--- src/rtl/mbox_pkg.sv ---
package mbox_pkg;

  typedef enum logic [1:0] {
    ERR_OK       = 2'd0,
    ERR_TIMEOUT  = 2'd1,
    ERR_INVALID  = 2'd2,
    ERR_PROTOCOL = 2'd3
  } mbox_err_e;

  typedef enum logic [2:0] {
    ST_IDLE,
    ST_OWN_RD,
    ST_OWN_GAP,
    ST_WRITE,
    ST_RSP_RD,
    ST_RSP_GAP,
    ST_FIN
  } mbox_state_e;

  localparam int unsigned MSG_DWORDS = 8;
  localparam logic [2:0]  HDR_IDX    = 3'd7;
  localparam logic [2:0]  TYPE_EST   = 3'd1;
  localparam logic [2:0]  TYPE_DES   = 3'd2;
  localparam logic [2:0]  MSG_VER    = 3'd0;
  localparam int unsigned FN_W       = 52;
  localparam int unsigned LOW_W      = 48;

  function automatic logic [31:0] make_hdr(logic [2:0] typ, logic [2:0] ver, logic rst_fn);
    logic [31:0] h;
    h        = '0;
    h[2:0]   = typ;
    h[5:3]   = ver;
    h[7]     = 1'b0;
    h[24]    = rst_fn;
    return h;
  endfunction

endpackage

--- src/rtl/mbox_packer.sv ---
module mbox_packer
  import mbox_pkg::*;
#(
  parameter int unsigned ADDR_W     = 64,
  parameter int unsigned PAGE_SHIFT = 12,
  parameter int unsigned VEC_W      = 32
) (
  input  logic [3:0][ADDR_W-1:0] addrs,
  input  logic [VEC_W-1:0]       vec,
  input  logic [31:0]            hdr,
  input  logic [2:0]             idx,
  output logic                   args_ok,
  output logic [31:0]            dword
);

  localparam int unsigned IMG_W = MSG_DWORDS * 32;

  logic [IMG_W-1:0] img;
  logic [3:0]       aligned;

  for (genvar g = 0; g < 4; g++) begin : g_addr
    logic [FN_W-1:0] fn;
    assign fn                        = FN_W'(addrs[g] >> PAGE_SHIFT);
    assign aligned[g]                = (addrs[g][PAGE_SHIFT-1:0] == '0);
    assign img[LOW_W*g +: LOW_W]     = fn[LOW_W-1:0];
    assign img[192 + 4*g +: 4]       = fn[FN_W-1:LOW_W];
  end

  assign img[223:208] = vec[15:0];
  assign img[255:224] = hdr;

  assign args_ok = (&aligned) && ((vec >> 16) == '0);
  assign dword   = img[32*idx +: 32];

endmodule

--- src/rtl/mbox_resp_chk.sv ---
module mbox_resp_chk
  import mbox_pkg::*;
(
  input  logic [31:0] rdata,
  input  logic [2:0]  exp_type,
  input  logic [2:0]  exp_ver,
  input  logic        rst_fn,
  output logic        owned,
  output logic        escape,
  output logic        accept
);

  assign owned  = ~rdata[31];
  assign escape = rst_fn && (rdata == 32'hFFFF_FFFF);
  assign accept = (rdata[2:0] == exp_type) &&
                  (rdata[5:3] <= exp_ver) &&
                  rdata[7] &&
                  (rdata[15:8] == 8'h00);

endmodule

--- src/rtl/mbox_poll_ctr.sv ---
module mbox_poll_ctr #(
  parameter int unsigned POLL_LIMIT = 20000,
  parameter int unsigned POLL_DELAY = 1000
) (
  input  logic clk,
  input  logic rst_n,
  input  logic clr,
  input  logic miss,
  input  logic tick,
  output logic last_try,
  output logic gap_done
);

  localparam int unsigned CNT_W = $clog2(POLL_LIMIT + 1);
  localparam int unsigned DLY_W = $clog2(POLL_DELAY + 1);

  logic [CNT_W-1:0] tries_q, tries_d;
  logic [DLY_W-1:0] dly_q, dly_d;
  logic             tries_en, dly_en;

  always_comb begin
    tries_en = clr | miss;
    tries_d  = clr ? '0 : tries_q + 1'b1;
    dly_en   = miss | (tick && (dly_q != '0));
    dly_d    = miss ? DLY_W'(POLL_DELAY) : dly_q - 1'b1;
  end

  always_ff @(posedge clk or negedge rst_n) begin
    if (!rst_n) begin
      tries_q <= '0;
      dly_q   <= '0;
    end else begin
      if (tries_en) tries_q <= tries_d;
      if (dly_en)   dly_q   <= dly_d;
    end
  end

  assign last_try = (tries_q == CNT_W'(POLL_LIMIT - 1));
  assign gap_done = (dly_q <= DLY_W'(1));

endmodule

--- src/rtl/mbox_req_engine.sv ---
module mbox_req_engine
  import mbox_pkg::*;
#(
  parameter int unsigned ADDR_W     = 64,
  parameter int unsigned PAGE_SHIFT = 12,
  parameter int unsigned VEC_W      = 32,
  parameter int unsigned POLL_LIMIT = 20000,
  parameter int unsigned POLL_DELAY = 1000
) (
  input  logic              clk,
  input  logic              rst_n,
  input  logic              start,
  input  logic              cmd_destroy,
  input  logic              reset_fn,
  input  logic [ADDR_W-1:0] eq_addr,
  input  logic [ADDR_W-1:0] cq_addr,
  input  logic [ADDR_W-1:0] rq_addr,
  input  logic [ADDR_W-1:0] sq_addr,
  input  logic [VEC_W-1:0]  vec_idx,
  output logic              bus_req,
  output logic              bus_we,
  output logic [2:0]        bus_idx,
  output logic [31:0]       bus_wdata,
  input  logic              bus_ack,
  input  logic [31:0]       bus_rdata,
  output logic              done,
  output logic [1:0]        err_code
);

  mbox_state_e state_q, state_d;
  mbox_err_e   err_q, err_d;
  logic [2:0]  idx_q, idx_d;
  logic        des_q, rstf_q;
  logic [3:0][ADDR_W-1:0] addr_q;
  logic [VEC_W-1:0]       vec_q;
  logic        cap_en, err_en, idx_en;

  logic        poll_clr, poll_miss, gap_tick, last_try, gap_done;
  logic        owned, escape, accept, args_ok;
  logic [2:0]  req_type;
  logic [31:0] hdr;

  assign req_type = des_q ? TYPE_DES : TYPE_EST;
  assign hdr      = make_hdr(req_type, MSG_VER, rstf_q);

  mbox_packer #(
    .ADDR_W(ADDR_W), .PAGE_SHIFT(PAGE_SHIFT), .VEC_W(VEC_W)
  ) i_packer (
    .addrs(addr_q), .vec(vec_q), .hdr(hdr), .idx(idx_q),
    .args_ok(args_ok), .dword(bus_wdata)
  );

  mbox_resp_chk i_resp (
    .rdata(bus_rdata), .exp_type(req_type), .exp_ver(MSG_VER), .rst_fn(rstf_q),
    .owned(owned), .escape(escape), .accept(accept)
  );

  mbox_poll_ctr #(
    .POLL_LIMIT(POLL_LIMIT), .POLL_DELAY(POLL_DELAY)
  ) i_poll (
    .clk(clk), .rst_n(rst_n), .clr(poll_clr), .miss(poll_miss), .tick(gap_tick),
    .last_try(last_try), .gap_done(gap_done)
  );

  // next-state logic
  always_comb begin
    state_d   = state_q;
    err_d     = err_q;
    idx_d     = idx_q;
    cap_en    = 1'b0;
    poll_clr  = 1'b0;
    poll_miss = 1'b0;
    gap_tick  = 1'b0;
    unique case (state_q)
      ST_IDLE: begin
        if (start) begin
          cap_en   = 1'b1;
          poll_clr = 1'b1;
          state_d  = ST_OWN_RD;
        end
      end
      ST_OWN_RD: begin
        if (bus_ack) begin
          if (owned) begin
            if (des_q) begin
              idx_d   = HDR_IDX;
              state_d = ST_WRITE;
            end else if (args_ok) begin
              idx_d   = 3'd0;
              state_d = ST_WRITE;
            end else begin
              err_d   = ERR_INVALID;
              state_d = ST_FIN;
            end
          end else if (last_try) begin
            err_d   = ERR_TIMEOUT;
            state_d = ST_FIN;
          end else begin
            poll_miss = 1'b1;
            state_d   = ST_OWN_GAP;
          end
        end
      end
      ST_OWN_GAP: begin
        gap_tick = 1'b1;
        if (gap_done) state_d = ST_OWN_RD;
      end
      ST_WRITE: begin
        if (bus_ack) begin
          if (idx_q == HDR_IDX) begin
            poll_clr = 1'b1;
            state_d  = ST_RSP_RD;
          end else begin
            idx_d = idx_q + 3'd1;
          end
        end
      end
      ST_RSP_RD: begin
        if (bus_ack) begin
          if (escape) begin
            err_d   = ERR_OK;
            state_d = ST_FIN;
          end else if (owned) begin
            err_d   = accept ? ERR_OK : ERR_PROTOCOL;
            state_d = ST_FIN;
          end else if (last_try) begin
            err_d   = ERR_TIMEOUT;
            state_d = ST_FIN;
          end else begin
            poll_miss = 1'b1;
            state_d   = ST_RSP_GAP;
          end
        end
      end
      ST_RSP_GAP: begin
        gap_tick = 1'b1;
        if (gap_done) state_d = ST_RSP_RD;
      end
      ST_FIN:  state_d = ST_IDLE;
      default: state_d = ST_IDLE;
    endcase
    err_en = (err_d != err_q);
    idx_en = (idx_d != idx_q);
  end

  // registers
  always_ff @(posedge clk or negedge rst_n) begin
    if (!rst_n) begin
      state_q <= ST_IDLE;
      err_q   <= ERR_OK;
      idx_q   <= 3'd0;
      des_q   <= 1'b0;
      rstf_q  <= 1'b0;
      addr_q  <= '0;
      vec_q   <= '0;
    end else begin
      state_q <= state_d;
      if (err_en) err_q <= err_d;
      if (idx_en) idx_q <= idx_d;
      if (cap_en) begin
        des_q  <= cmd_destroy;
        rstf_q <= reset_fn;
        addr_q <= {sq_addr, rq_addr, cq_addr, eq_addr};
        vec_q  <= vec_idx;
      end
    end
  end

  // outputs
  assign bus_req  = (state_q == ST_OWN_RD) || (state_q == ST_WRITE) || (state_q == ST_RSP_RD);
  assign bus_we   = (state_q == ST_WRITE);
  assign bus_idx  = (state_q == ST_WRITE) ? idx_q : HDR_IDX;
  assign done     = (state_q == ST_FIN);
  assign err_code = err_q;

endmodule

--- config.mk ---
export PLATFORM = sky130hd
export DESIGN_NAME = mbox_req_engine
export DESIGN_NICKNAME = d
export VERILOG_FILES = /design/src/rtl/mbox_pkg.sv /design/src/rtl/mbox_packer.sv /design/src/rtl/mbox_resp_chk.sv /design/src/rtl/mbox_poll_ctr.sv /design/src/rtl/mbox_req_engine.sv
export SDC_FILE = /design/constraint.sdc
export NUM_CORES = 1
export LEC_CHECK = 0
export BUFFER_PORTS_ARGS = -buffer_cell sky130_fd_sc_hd__buf_2
export CORE_MARGIN = 5
export CORE_UTILIZATION = 58
export CTS_CLUSTER_SIZE = 30
export DETAILED_ROUTE_END_ITERATION = 10
export MAX_ROUTING_LAYER = met4
export PLACE_DENSITY = 0.85
export SYNTH_ARGS = -nofsm -noshare
export SYNTH_HDL_FRONTEND = slang
export SYNTH_HIERARCHICAL = 1
export SYNTH_SLANG_ARGS = --single-unit
--- constraint.sdc ---
create_clock -name clk -period 5.8 [get_ports clk]
set_input_delay 1.45 -clock clk [delete_from_list [all_inputs] [get_ports clk]]
set_output_delay 1.45 -clock clk [all_outputs]
set_load 0.01 [all_outputs]
# == Word-level counts from Yosys, hierarchy flattened ==
# Index checks and enable logic that the tools add are counted.
# word_totals
out_inout_bits,40
inputBits,326
register_bits,323
elab_cells,106
# op_classes
n_shift,1
add_sub_neg,3
n_bitwise,2
n_mux,48
magnitude_cmp,2
reduce_logical,19
n_eq_ne,19
# ops
cell,count
$shiftx A256 B9 Y32,1
$mux W3,18
$logic_not A12 Y1,4
$eq A32 B32 Y1 const B,1
$logic_not A32 Y1,1
$mux W2,13
$pmux W3 S6,1
$add A15 B1 Y15 const B,1
$eq A15 B15 Y1 const B,1
$mux W15,1
$eq A3 B3 Y1 const B,4
$le A10 B1 Y1 const B,1
$mux W1,10
$mux W10,1
$ne A2 B2 Y1 const B,5
$reduce_bool A10 Y1,1
$sub A10 B1 Y10 const B,1
$logic_not A8 Y1,1
$reduce_and A7 Y1,1
$eq A3 B2 Y1 const B,2
$logic_and A1 B1 Y1,6
$pmux W3 S2,1
$ne A2 B1 Y1 const B,2
$pmux W1 S2,2
12 further kinds,14

# == Depth between registers and ports, before layout ==
# logic_depth
depth_word,11
ltp_mapped,10
ltp_nobuf,10

# == Hierarchy ==
# Netlist, hierarchy kept.
# by_module_without_submodules
mod,n_inst,cells_each,area_per_inst_um2
mbox_req_engine,1,705,11464.7
mbox_packer,1,135,2210.9
mbox_poll_ctr,1,149,1425.1
mbox_resp_chk,1,30,215.2

# == Least setup slack after synthesis ==
# Ideal clock, no wire load.
# synth_path
path_type,input port to flip-flop
startpoint,input port bus_rdata[1]
endpoint,register i_poll.dly_q[0]
arrival_time_ns,3.222
path_buffers,1
path_slack_ns,2.462
required_time_ns,5.684
setup_ns,0.116
cell_stages,9
cell_sequence,nand4_1 > or4_1 > nor3_2 > o21ai_0 > and3_1 > buf_1 > nor3b_1 > o21ai_0 > o311ai_0
# synth_between
elab_chain_len,6
# synth_rtl
item,line_no,text
"start, declared",mbox_req_engine.sv:25,"input logic [31:0] bus_rdata,"
$eq A32 B32 Y1 *,mbox_resp_chk.sv:14,assign escape = rst_fn && (rdata == 32'hFFFF_FFFF);
$logic_and A1 B1 Y1 *,mbox_resp_chk.sv:14,
net escape,mbox_req_engine.sv:39,"logic owned, escape, accept, args_ok;"
$mux W1 *,mbox_req_engine.sv:120,if (escape) begin
$mux W1 *,mbox_req_engine.sv:119,if (bus_ack) begin
$pmux W1 S2 *,mbox_req_engine.sv:74,unique case (state_q)
net poll_miss,mbox_req_engine.sv:38,"logic poll_clr, poll_miss, gap_tick, last_try, gap_done;"
$mux W10 / $or A1 B1 Y1 (equally long branches),"mbox_poll_ctr.sv:25, mbox_poll_ctr.sv:24",
"end signal, assigned",mbox_poll_ctr.sv:34,if (dly_en) dly_q <= dly_d;
"end, declared",mbox_poll_ctr.sv:18,"logic [DLY_W-1:0] dly_q, dly_d;"
# The timed path passes the listed nets; every way through them passes the cells marked *.
# A chain may end at the register's enable or synchronous reset.

# == Worst setup path after layout ==
# layout_path
startpoint,register idx_q[0]
endpoint,output port bus_wdata[16]
# layout_between
elab_chain_len,1
# layout_rtl
item,line_no,text
"start, declared",mbox_req_engine.sv:32,"logic [2:0] idx_q, idx_d;"
"start signal, assigned",mbox_req_engine.sv:159,if (idx_en) idx_q <= idx_d;
$shiftx A256 B9 Y32,mbox_packer.sv:33,assign dword = img[32*idx +: 32];
"end, declared",mbox_req_engine.sv:23,"output logic [31:0] bus_wdata,"
# No other way between the ends.

==> out/qor.csv <==
stage,metric,value,unit
status,outcome,completed,
die,die_h,173,um
global_route,grt_pass1_vias,11400,
place,gp_congestion,0.930,
synth,synth.area.top_cells,"dfrtp_1 (53%), mux2_1 (18%), mux4_1 (6.9%)",
power,power_density,531,nW/um^2
die,die_area,29800,sq um
place,dp_hpwl,26500,um
synth,seq_area_frac_synth,52.8,%
worst_hold_path,min_from,addr_q[90],
critical_path,worstPathMaxFanout,51,
sta,worst_slew_pin_slew,1.06,ns
critical_path,reg2regPathDepth,9,
route,drc,0,
critical_path,reg2reg_from,i_poll/tries_q[0],
cts,clkSinkCount,323,
layout,num-nets-final,1733,
cts,postCtsSetupBuffers,0,
layout,multi_input_area,6900,sq um
route,vias,10300,
cts,cts_root_buffer,clkbuf_16,
synth,synthDistinctLibCells,64,
layout,seq_area,8090,sq um
worst_hold_path,holdPathEnd,addr_q[90],
synth,synth_area,15300,sq um
critical_path,ff2ff_setup_slack,2.53,ns
cts,htreeDepth,2,
sta,finalCriticalPeriod,4.40,ns
layout,drive_gt1_share,38.0,%
route,drtIter0Drc,554,
cts,clk_pin_slew,0.06,ns
die,core-area,26100,sq um
synth,syn_inst,1019,
sta,tns,0,ns
route,wl,37300,um
die,num_rows,59,
power,ir_drop,0.000392,V
global_route,grt_overflow,0,
sta,setup_viol,0,
die,die_w,173,um
cts,cts_buffers,36,
worst_hold_path,hold_depth,1,
critical_path,timing.rr.end,i_poll/tries_q[11],
synth,yosysTopAreaCellShare,52.8,%
global_route,antenna_found_initial,23,
critical_path,cpPeakStageDelay,1.04,ns
sta,fmax,227,MHz
synth,synthArstFlopShare,100,%
critical_path,critPathArrivalTime,2.95,ns
synth,synth_top_flop_cell,dfrtp_1,
worst_hold_path,hp-class,reg -> reg,
layout,fillers,1732,
sta,rsz0062_at_grt,false,
place,io_buffers,365,
sta,hold_viol_final,0,
global_route,grt_max_degree,150,
job,cap_violations,0,
route,ant_nets,0,
route,viasPerCell,5.75,
synth,synth_warnings,6,
critical_path,crit_type,reg -> out,
critical_path,cp-end-kind,output pin,
cts,ctsHoldBuffers,0,
cts,cts_tree,yes,
synth,ys_ff_latch,323,
die,ios,366,
critical_path,cp-start-kind,flop,
sta,fin_skew,0.0186,ns
critical_path,critPathRequiredTime,4.35,ns
route,drt_first_pass_iters,7,
die,start_util,58.8,%
sta,relSlewSlack,29.3,%
synth,synth-edff-count,0,
critical_path,slowest_stage,dfrtp_4,
sta,worst_hold_slack,0.475,ns
cts,cts_resized,0,
synth,yosysTopAreaCell,dfrtp_1,
power,p_leak,8.38,nW
route,avgRoutedWirePerCell,20.9,um
critical_path,path_cells,buf_4 > mux4_1 > mux2_2 > buf_2,
global_route,grt_pass1_wl,60200,um
synth,avgSynthCellArea,15.0,sq um
cts,clock_path_buffers,3,
cts,clock_latency,0.51,ns
layout,area_growth,21.7,%
global_route,grt.total_usage,25.6,%
sta,drv_slew,0,
sta,fin_crit_sh,75.9,%
==> Yosys cell counts, drive strengths merged, types with 2 or more instances <==
cell type,number
buf,54
or4b,3
nor3,5
nand4,18
or3b,2
or3,5
nor4,26
a21oi,11
nor3b,2
a211o,2
nand3,11
o31ai,8
clkbuf,9
xor2,6
or4,7
a21o,2
nor2,21
inv,13
o21ai,14
nand4bb,2
o211ai,5
mux2i,4
nand3b,2
mux4,64
nand2,19
ha,7
nand2b,8
mux2,327
nor2b,13
dfrtp,323
==> power breakdown <==
part           switching (mW)  internal (mW)
sequential              0.809           3.36
clock                   0.885           1.33
combinational            1.43           2.09
total                    3.12           6.78
==> stage by stage <==
stage          instances  util, %  power (mW)  instance area (sq um)  setup slack [ns]
2_1_floorplan       1051        -        6.64                  15400              2.46
3_3_place_gp        1697     66.8        7.48                  17400              1.97
3_5_place_dp        1697     66.8        7.72                  17400              1.90
4_1_cts             1760     71.3        10.0                  18600              1.34
5_1_grt             1783     71.5        10.5                  18600              1.25
6_report            1783     71.5        9.90                  18600              1.40
==> cells by family after synthesis <==
logic type	share of synthesized area [%]
DFF	52.8
muxes	34.7
AOI/OAI and AO/OA	2.83
xor gates and xnor gates	0.400
and+or+nand+nor	5.69
adders and majority gates	0.572
buffers and inverters	3.01
other	0.0245
==> cells in the final DEF (no fill, tap or decap), types with 2 or more instances in the layout <==
cell type / synthesis / layout
buf_2: 15 / 364
dfrtp_1: 323 / 320
mux2_1: 249 / 249
mux2_2: 78 / 78
mux4_1: 40 / 40
clkbuf_16: 0 / 38
conb_1: 1 / 33
nor4_1: 26 / 26
mux4_2: 24 / 24
diode_2: 0 / 23
nor2_1: 21 / 21
nand2_1: 19 / 19
nand4_1: 18 / 18
o21ai_0: 14 / 14
inv_1: 13 / 13
nor2b_1: 13 / 13
nand3_1: 11 / 11
a21oi_1: 11 / 11
clkbuf_1: 9 / 9
nand2b_1: 8 / 8
o31ai_1: 8 / 8
ha_1: 7 / 7
clkbuf_8: 0 / 7
or4_1: 7 / 7
clkinv_2: 0 / 6
xor2_1: 6 / 6
o211ai_1: 5 / 5
or3_1: 5 / 5
buf_4: 28 / 5
mux2i_1: 4 / 4
nor3_1: 4 / 4
buf_12: 0 / 4
nand4bb_1: 2 / 2
a21o_1: 2 / 2
or3b_2: 2 / 2
nand3b_1: 2 / 2
nor3b_1: 2 / 2
or4b_1: 2 / 2
dfrtp_2: 0 / 2
==> worst max-delay path by stage <==
stage,start,endpoint,slack [ns]
floorplan,bus_rdata[1],i_poll/dly_q[0],2.46
global placement,idx_q[0],bus_wdata[17],1.97
detailed placement,idx_q[0],bus_wdata[18],1.90
CTS,idx_q[0],bus_wdata[16],1.34
global route,idx_q[0],bus_wdata[16],1.25
finish,idx_q[0],bus_wdata[16],1.40
==> critical path, delay by kind of cell (launching register included) <==
family | cells | cell delay, ns
buffers and inverters | 2 | 0.52
DFF | 1 | 1.04
muxes | 2 | 0.87
==> registers in the layout (all words and copies together) (netlist names) <==
| name | flops |
|---|---|
| idx_q | 3 |
| rstf_q | 1 |
| i_poll/dly_q | 10 |
| state_q | 3 |
| vec_q | 32 |
| des_q | 1 |
| addr_q | 256 |
| err_code | 2 |
| i_poll/tries_q | 15 |
==> cell type report <==
type	instances	area share, %
multi-input cells	652	37.0
clock buffers	54	5.80
well taps	335	2.25
inverters	13	0.262
diodes	23	0.309
clock inverters	9	0.450
flip-flops and latches	323	43.4
repair buffers	374	10.5
==> per-layer routing <==
metal  wire [um]  vias to the layer above  global-route usage [%]
met5           0                        -                       -
met1       14000                     5165                    29.4
met2       19100                      371                    42.5
met3        2810                       91                    7.13
met4        1420                        0                    10.4
li1            -                     4630                       -
Note: power is estimated with default switching activity, not from simulation.
